==> src/rtl/pmux_pkg.sv <==
package pmux_pkg;
  localparam int BYTE_W = 8;
  localparam int GRP_W  = 2;

  typedef enum logic [GRP_W-1:0] {
    GRP_PIN_LVL = 2'd0,
    GRP_IN_EN   = 2'd1,
    GRP_OUT_EN  = 2'd2,
    GRP_OUT_LVL = 2'd3
  } pmux_grp_e;
endpackage

==> src/rtl/pmux_sync.sv <==
module pmux_sync #(
  parameter int WIDTH = 32
) (
  input  logic             clk,
  input  logic             rst_n,
  input  logic [WIDTH-1:0] async_i,
  output logic [WIDTH-1:0] sync_o
);
  logic [WIDTH-1:0] meta_q;
  logic [WIDTH-1:0] stab_q;

  always_ff @(posedge clk or negedge rst_n) begin
    if (!rst_n) begin
      meta_q <= '0;
      stab_q <= '0;
    end else begin
      meta_q <= async_i;
      stab_q <= meta_q;
    end
  end

  assign sync_o = stab_q;
endmodule

==> src/rtl/pmux_cfg_regs.sv <==
module pmux_cfg_regs
  import pmux_pkg::*;
#(
  parameter int NUM_PINS = 32,
  localparam int NUM_BANKS = NUM_PINS / BYTE_W,
  localparam int BANK_W = $clog2(NUM_BANKS)
) (
  input  logic                clk,
  input  logic                rst_n,
  input  logic                wr_en,
  input  pmux_grp_e           wr_grp,
  input  logic [BANK_W-1:0]   wr_bank,
  input  logic [BYTE_W-1:0]   wr_data,
  output logic [NUM_PINS-1:0] in_en_o,
  output logic [NUM_PINS-1:0] out_en_o,
  output logic [NUM_PINS-1:0] out_lvl_o
);
  for (genvar b = 0; b < NUM_BANKS; b++) begin : g_bank
    logic              sel_bank;
    logic              ce_ie, ce_oe, ce_ol;
    logic [BYTE_W-1:0] ie_q, oe_q, ol_q;
    logic [BYTE_W-1:0] ie_d, oe_d, ol_d;

    always_comb begin
      sel_bank = wr_en && (wr_bank == BANK_W'(b));
      ce_ie    = sel_bank && (wr_grp == GRP_IN_EN);
      ce_oe    = sel_bank && (wr_grp == GRP_OUT_EN);
      ce_ol    = sel_bank && (wr_grp == GRP_OUT_LVL);
      ie_d     = wr_data;
      oe_d     = wr_data;
      ol_d     = wr_data;
    end

    always_ff @(posedge clk or negedge rst_n) begin
      if (!rst_n) begin
        ie_q <= '0;
        oe_q <= '0;
        ol_q <= '0;
      end else begin
        if (ce_ie) ie_q <= ie_d;
        if (ce_oe) oe_q <= oe_d;
        if (ce_ol) ol_q <= ol_d;
      end
    end

    assign in_en_o [b*BYTE_W +: BYTE_W] = ie_q;
    assign out_en_o[b*BYTE_W +: BYTE_W] = oe_q;
    assign out_lvl_o[b*BYTE_W +: BYTE_W] = ol_q;
  end

  // a write aimed at the read-only level group changes no configuration
  a_r7_lvl_write_ignored: assert property (@(posedge clk) disable iff (!rst_n)
    (wr_en && wr_grp == GRP_PIN_LVL) |=>
      ($stable(in_en_o) && $stable(out_en_o) && $stable(out_lvl_o)));

  // configuration moves only under a write strobe
  a_r3_no_strobe_stable: assert property (@(posedge clk) disable iff (!rst_n)
    !wr_en |=> ($stable(in_en_o) && $stable(out_en_o) && $stable(out_lvl_o)));

  // an output-enable write lands in the addressed byte
  a_r3_oe_write_lands: assert property (@(posedge clk) disable iff (!rst_n)
    (wr_en && wr_grp == GRP_OUT_EN) |=>
      (out_en_o[BYTE_W*$past(wr_bank) +: BYTE_W] == $past(wr_data)));
endmodule

==> src/rtl/pmux_rd_mux.sv <==
module pmux_rd_mux
  import pmux_pkg::*;
#(
  parameter int NUM_PINS = 32,
  localparam int NUM_BANKS = NUM_PINS / BYTE_W,
  localparam int BANK_W = $clog2(NUM_BANKS)
) (
  input  pmux_grp_e           grp,
  input  logic [BANK_W-1:0]   bank,
  input  logic [NUM_PINS-1:0] lvl_i,
  input  logic [NUM_PINS-1:0] in_en_i,
  input  logic [NUM_PINS-1:0] out_en_i,
  input  logic [NUM_PINS-1:0] out_lvl_i,
  output logic [BYTE_W-1:0]   byte_o
);
  logic [NUM_PINS-1:0] vec;

  always_comb begin
    unique case (grp)
      GRP_PIN_LVL: vec = lvl_i;
      GRP_IN_EN:   vec = in_en_i;
      GRP_OUT_EN:  vec = out_en_i;
      default:     vec = out_lvl_i;
    endcase
    byte_o = vec[BYTE_W*bank +: BYTE_W];
  end
endmodule

==> src/rtl/pin_mode_regbank.sv <==
module pin_mode_regbank
  import pmux_pkg::*;
#(
  parameter int NUM_PINS = 32,
  localparam int NUM_BANKS = NUM_PINS / BYTE_W,
  localparam int BANK_W = $clog2(NUM_BANKS),
  localparam int ADDR_W = GRP_W + BANK_W,
  localparam int CHAN_W = $clog2(NUM_PINS)
) (
  input  logic                clk,
  input  logic                rst_n,
  input  logic                wr_en,
  input  logic [ADDR_W-1:0]   wr_addr,
  input  logic [BYTE_W-1:0]   wr_data,
  input  logic                rd_en,
  input  logic [ADDR_W-1:0]   rd_addr,
  output logic [BYTE_W-1:0]   rd_data,
  input  logic [NUM_PINS-1:0] pin_in,
  output logic [NUM_PINS-1:0] pin_out,
  output logic [NUM_PINS-1:0] pin_oe,
  input  logic [CHAN_W-1:0]   adc_chan,
  output logic                adc_chan_is_gpio
);
  localparam logic [BANK_W-1:0] TOP_BANK = BANK_W'(NUM_BANKS - 1);

  pmux_grp_e           wr_grp, rd_grp;
  logic [BANK_W-1:0]   wr_bank, rd_bank;
  logic [NUM_PINS-1:0] lvl_sync, in_en, out_en, out_lvl;
  logic [BYTE_W-1:0]   rd_byte, rd_data_d, rd_data_q;

  // Bank order is reversed: low offsets hold the high pins
  always_comb begin
    wr_grp  = pmux_grp_e'(wr_addr[ADDR_W-1 -: GRP_W]);
    rd_grp  = pmux_grp_e'(rd_addr[ADDR_W-1 -: GRP_W]);
    wr_bank = TOP_BANK - wr_addr[BANK_W-1:0];
    rd_bank = TOP_BANK - rd_addr[BANK_W-1:0];
  end

  pmux_sync #(.WIDTH(NUM_PINS)) u_sync (
    .clk    (clk),
    .rst_n  (rst_n),
    .async_i(pin_in),
    .sync_o (lvl_sync)
  );

  pmux_cfg_regs #(.NUM_PINS(NUM_PINS)) u_cfg (
    .clk      (clk),
    .rst_n    (rst_n),
    .wr_en    (wr_en),
    .wr_grp   (wr_grp),
    .wr_bank  (wr_bank),
    .wr_data  (wr_data),
    .in_en_o  (in_en),
    .out_en_o (out_en),
    .out_lvl_o(out_lvl)
  );

  pmux_rd_mux #(.NUM_PINS(NUM_PINS)) u_rdmux (
    .grp      (rd_grp),
    .bank     (rd_bank),
    .lvl_i    (lvl_sync),
    .in_en_i  (in_en),
    .out_en_i (out_en),
    .out_lvl_i(out_lvl),
    .byte_o   (rd_byte)
  );

  always_comb rd_data_d = rd_byte;

  always_ff @(posedge clk or negedge rst_n) begin
    if (!rst_n)     rd_data_q <= '0;
    else if (rd_en) rd_data_q <= rd_data_d;
  end

  assign rd_data          = rd_data_q;
  assign pin_out          = out_lvl;
  assign pin_oe           = out_en;   // output enable wins over input enable
  assign adc_chan_is_gpio = in_en[adc_chan] | out_en[adc_chan];

  // read data holds between strobes
  a_r5_rd_hold: assert property (@(posedge clk) disable iff (!rst_n)
    !rd_en |=> $stable(rd_data));

  // an enabled output pin is always reported as a GPIO channel
  a_r8_oe_flags_gpio: assert property (@(posedge clk) disable iff (!rst_n)
    pin_oe[adc_chan] |-> adc_chan_is_gpio);
endmodule

==> config.mk <==
export PLATFORM = sky130hd
export DESIGN_NAME = pin_mode_regbank
export DESIGN_NICKNAME = d
export VERILOG_FILES = /design/src/rtl/pmux_pkg.sv /design/src/rtl/pmux_sync.sv /design/src/rtl/pmux_cfg_regs.sv /design/src/rtl/pmux_rd_mux.sv /design/src/rtl/pin_mode_regbank.sv
export SDC_FILE = /design/constraint.sdc
export NUM_CORES = 1
export LEC_CHECK = 0
export BUFFER_PORTS_ARGS = -buffer_cell sky130_fd_sc_hd__buf_2
export CAP_MARGIN = 20
export CORE_MARGIN = 3
export CORE_UTILIZATION = 45
export CTS_BUF_LIST = sky130_fd_sc_hd__clkbuf_16
export CTS_CLUSTER_DIAMETER = 40
export DETAILED_ROUTE_END_ITERATION = 8
export PLACE_DENSITY = 0.75
export SETUP_SLACK_MARGIN = 0.15
export SYNTH_ARGS = -nofsm -noshare
export SYNTH_HDL_FRONTEND = slang
export SYNTH_SLANG_ARGS = --single-unit
export TNS_END_PERCENT = 10
==> constraint.sdc <==
create_clock -name clk -period 2.25 [get_ports clk]
set_clock_uncertainty 0.1 [all_clocks]
set_input_delay 0.5625 -clock clk [delete_from_list [all_inputs] [get_ports clk]]
set_output_delay 0.5625 -clock clk [all_outputs]
set_load 0.02 [all_outputs]
Yosys cells after proc, flatten, opt, wreduce, memory -nomap -nowiden
Cells that the tools add are included.

cells by class
  eq/ne operators = 8
  bitwise gates (word level) = 1
  $add $sub $neg = 2
  multiplexer cells = 5
  magnitude comparators = 1
  shift operators = 1
  reduce and logical (&&, ||, !) cells = 18

operators with widths
  cell                 count
  $pmux 32 s3          1
  $shiftx 32x6->8      1
  $logic_and 1x1->1    16
  $bmux 1 s5           2
  $eq 2x2->1 const B   5
  $eq 2x1->1 const B   3
  $lt 5x6->1 const B   1
  $logic_not 2->1      2
  $sub 2x2->2 const A  2
  $mux 1               2
  $or 1x1->1           1

storage, ports and cells
  register bits after elaboration = 168
  output and inout port bits = 73
  bits of input ports = 57
  logic and storage cells = 51

Longest topological paths before layout
  depth in word-level cells = 4
  depth in mapped cells = 7
  depth with buffers taken out = 5

Modules after synthesis
A second synthesis with hierarchy kept.

second synthesis, totals
  cells, all modules = 463
  area, all modules = 7161.9 µm²

modules (own cells, without submodules)
  module            sequential area each (µm²)  area each (µm²)  cells each  times used
  pmux_cfg_regs     2402.3                      3757.4           221         1
  pmux_sync         1601.5                      1601.5           64          1
  pmux_rd_mux       0.0                         1059.8           89          1
  pin_mode_regbank  200.2                       743.2            89          1

Worst setup path after synthesis
OpenSTA, ideal clock, no wires.

  path kind = input-to-output
  start point = input adc_chan[1]
  end point = output adc_chan_is_gpio
  data arrival time = 1818 ps
  required time = 1587 ps
  setup slack = -231 ps
  stages = 5
  path buffers = 1
  cells stage by stage = buf_4 a2111oi_0 a31o_2 o21ai_0 a211oi_1

between the ends
  word-level cells in the longest chain between the ends = 3
  elaborated cells on any way between the ends = 5
  those cells by class = 4 x mux; 1 x bitwise

RTL lines
  element                       RTL line                text
  start, declared               pin_mode_regbank.sv:21  input logic [CHAN_W-1:0] adc_chan,
  $bmux 1 s5                    pin_mode_regbank.sv:78  assign adc_chan_is_gpio = in_en[adc_chan] | out_en[adc_chan];
  $mux 1 (not written as such)  pin_mode_regbank.sv:78
  $or 1x1->1 (*)                pin_mode_regbank.sv:78
  end, declared                 pin_mode_regbank.sv:22  output logic adc_chan_is_gpio

Mark *: on every way between the ends. The rest lies on a longest branch, timed or not. The select of a mux whose other input is x is not followed.

Worst setup path in the final report
  start point = input adc_chan[0]
  end point = output adc_chan_is_gpio

The elaborated chain is that of the path after synthesis.

==> results_dict.tcl <==
set metrics [dict create \
    outcome "complete, but fails checks" \
    violations "negative setup slack" \
    antenna_found_initial 0 \
    arrival_ps 1890 \
    synthCells 490 \
    hold_class "in2reg" \
    r2r_start "u_cfg.g_bank[0].oe_q[4]" \
    stdcell_count 890 \
    synth.most_common_cell "dfrtp_1" \
    max_slew_margin_pct 65.4 \
    synth_edf_count 0 \
    dp.cells 843 \
    gp_routability_congestion 0.905 \
    cp_top_family "compound AO/OA/AOI/OAI gates" \
    avgRoutedWirePerCell_um 21.3 \
    setup_viol 1 \
    rsz0062_at_grt "yes" \
    async_flop_share_pct 100 \
    routed_wl_um 19000 \
    grt_busiest_layer "met2" \
    drt_iter0_drc 419 \
    synth_nets 547 \
    cts-root-buf "clkbuf_16" \
    required_ps 1590 \
    die_area_um2 17300 \
    io_pins 130 \
    seq_area_um2 4210 \
    final_core_util_pct 60.1 \
    dp_slack_ps -357 \
    yosys.area.top_type "dfrtp_1" \
    swShare_pct 30.1 \
    period_needed_ps 2550 \
    coreArea_um2 15300 \
    vdd_drop_max_uv 633 \
    design_area_um2 9200 \
    fillCellCount 1214 \
    p_leak_nw 4.23 \
    end_kind "output pin" \
    synth_area_leaders "dfrtp_1 59%, mux2_2 12%, mux4_2 6.3%" \
    slew_violations 0 \
    firstDrtPassIters 4 \
    grt_pass1_vias 5234 \
    worst_slew_pin_slew_ps 518 \
    route.detailed.drc 0 \
    rows 45 \
    max-cap-violations 0 \
    synth.distinct_cells 40 \
    syn_to_final_growth_pct 29.5 \
    die_h_um 132 \
    dpl.hpwl_um 13500 \
    ctsHtreeMaxLevel 4 \
    initial_core_util_pct 46.4 \
    cellPowerDensity_nw_per_um2 1020 \
    place_area_um2 8320 \
    crit_chain "buf_2 -> buf_12 -> nor4b_2 -> a21oi_1 -> o21a_1 -> a211oi_4 -> buf_6" \
    met2_usage_pct 36.6 \
    holdWs_ps 131 \
    clk_latency_ps 430 \
    cts_buffers 17 \
    die_w_um 132 \
    postRouteAntennaNets 0 \
    slowest_stage "a211oi_4" \
    ys_warn_count 0 \
    clkPwrFrac_pct 34.8 \
    seq_power_share_pct 42.0 \
    grt_max_degree 51 \
    cts_tree "yes" \
    comb_power_share_pct 23.2 \
    gr-usage-met3_pct 5.93 \
    fin_crit_sh_pct 113 \
    vias 4883 \
    multi_input_area_um2 2870 \
    min_from "pin_in[23]" \
    critical_path_class "in2out" \
    power_mw 9.36 \
    cp_max_fo 8 \
    synth_top_flop_cell "dfrtp_1" \
    syn_area_um2 7110 \
    clk_pin_slew_ps 70 \
    final.setup.tns_ps -303 \
    p_int_mw 6.54 \
    grt_usage_pct 22.5 \
    syn_area_per_cell_um2 14.5 \
    cp-start-kind "input port" \
    nNetsFinal 723 \
    overflow 0 \
    grtUsageMet1_pct 30.0 \
    ys_top_cells_by_count "168 x dfrtp_1, 73 x mux2_2, 24 x mux2i_1, 24 x nor2_1, 20 x mux4_2" \
    hold_viol 0 \
    cts.sinks 168 \
    p_switching_mw 2.82 \
    startpoint "adc_chan[0]" \
    synth_top_area_share_pct 59.2 \
    layout-drive-gt1-share_pct 53.8 \
    post_drt_via_cell_ratio 5.49 \
    ys_ff_latch 168 \
    crit_buf_inv 3 \
    diodes 0 \
    io_buffers 129 \
    setup_ws_ps -303 \
    grt_pass1_wl_um 29900 \
    clockBufferDepth 2 \
    max_stage_delay_ps 310 \
    ys_seq_area_share_pct 59.2 \
    fmax_mhz 392 \
]
flip-flops by register name (all words and copies together) (netlist names):
name,cells
u_cfg.g_bank.ie_q,32
u_cfg.g_bank.oe_q,32
u_cfg.g_bank.ol_q,32
u_sync.meta_q,32
u_sync.sync_o,32
rd_data,8
cell families (layout without fill, tap and decap cells):
family | Yosys count | in the layout | synth area share [%]
buffers and inverters | 33 | 222 | 2.55
AND/OR/NAND/NOR | 83 | 83 | 6.43
multiplexers | 141 | 141 | 25.9
flip-flops | 168 | 168 | 59.2
AO/OA/AOI/OAI | 65 | 65 | 5.93
cell type report:
type | count | area share (%)
Sequential cell | 168 | 45.7
Multi-Input combinational cell | 289 | 31.2
Timing Repair Buffer | 188 | 13.0
Clock buffer | 17 | 4.62
Tap cell | 211 | 2.87
Clock inverter | 15 | 2.54
Inverter | 2 | 0.0816
what timing repair did:
action,4_1_cts,5_1_grt
hold buffers,1,0
setup buffers,4,10
setup endpoints to repair,1,1
gates cloned,0,0
gates resized for setup,12,14
pin swaps,4,9
endpoints found under the hold margin,33,0
placed cells by master (no fill, tap or decap), types with 10 or more instances in the layout:
| cell type | instances |
|---|---|
| buf_2 | 126 |
| buf_4 | 50 |
| clkbuf_16 | 17 |
| dfrtp_1 | 167 |
| mux2_2 | 73 |
| mux2_4 | 16 |
| mux2i_1 | 24 |
| mux4_2 | 20 |
| nor2_1 | 21 |
| nor2_2 | 10 |
| nor3_1 | 10 |
| o21ai_0 | 13 |
power by group through the flow:
stage / registers, mW / logic, mW / clock network [mW]
6_report: 3.93 / 2.17 / 3.26
5_1_grt: 3.99 / 2.33 / 3.42
4_1_cts: 3.92 / 2.10 / 3.30
3_5_place_dp: 3.97 / 2.03 / 0
3_3_place_gp: 3.95 / 1.98 / 0
2_1_floorplan: 4.22 / 0.891 / 0
per-layer routing:
layer | share of wire [%] | wire (µm)
met5 | 0 | 0
met4 | 1.6 | 306
met3 | 6.5 | 1240
met2 | 50 | 9390
met1 | 42 | 8030
final timing paths:
path / endpoint / slack [ps] / depth (start not counted)
max: adc_chan_is_gpio / -300 / 7
min: u_sync.meta_q[23] / 130 / 1
max reg2reg: rd_data[4] / 620 / 5
min reg2reg: u_sync.sync_o[28] / 250 / 0
max in group asynchronous: u_cfg.g_bank[1].ol_q[1] / 800 / 3
min in group asynchronous: u_sync.meta_q[23] / 500 / 2
Note: power is estimated with default switching activity, not from simulation.
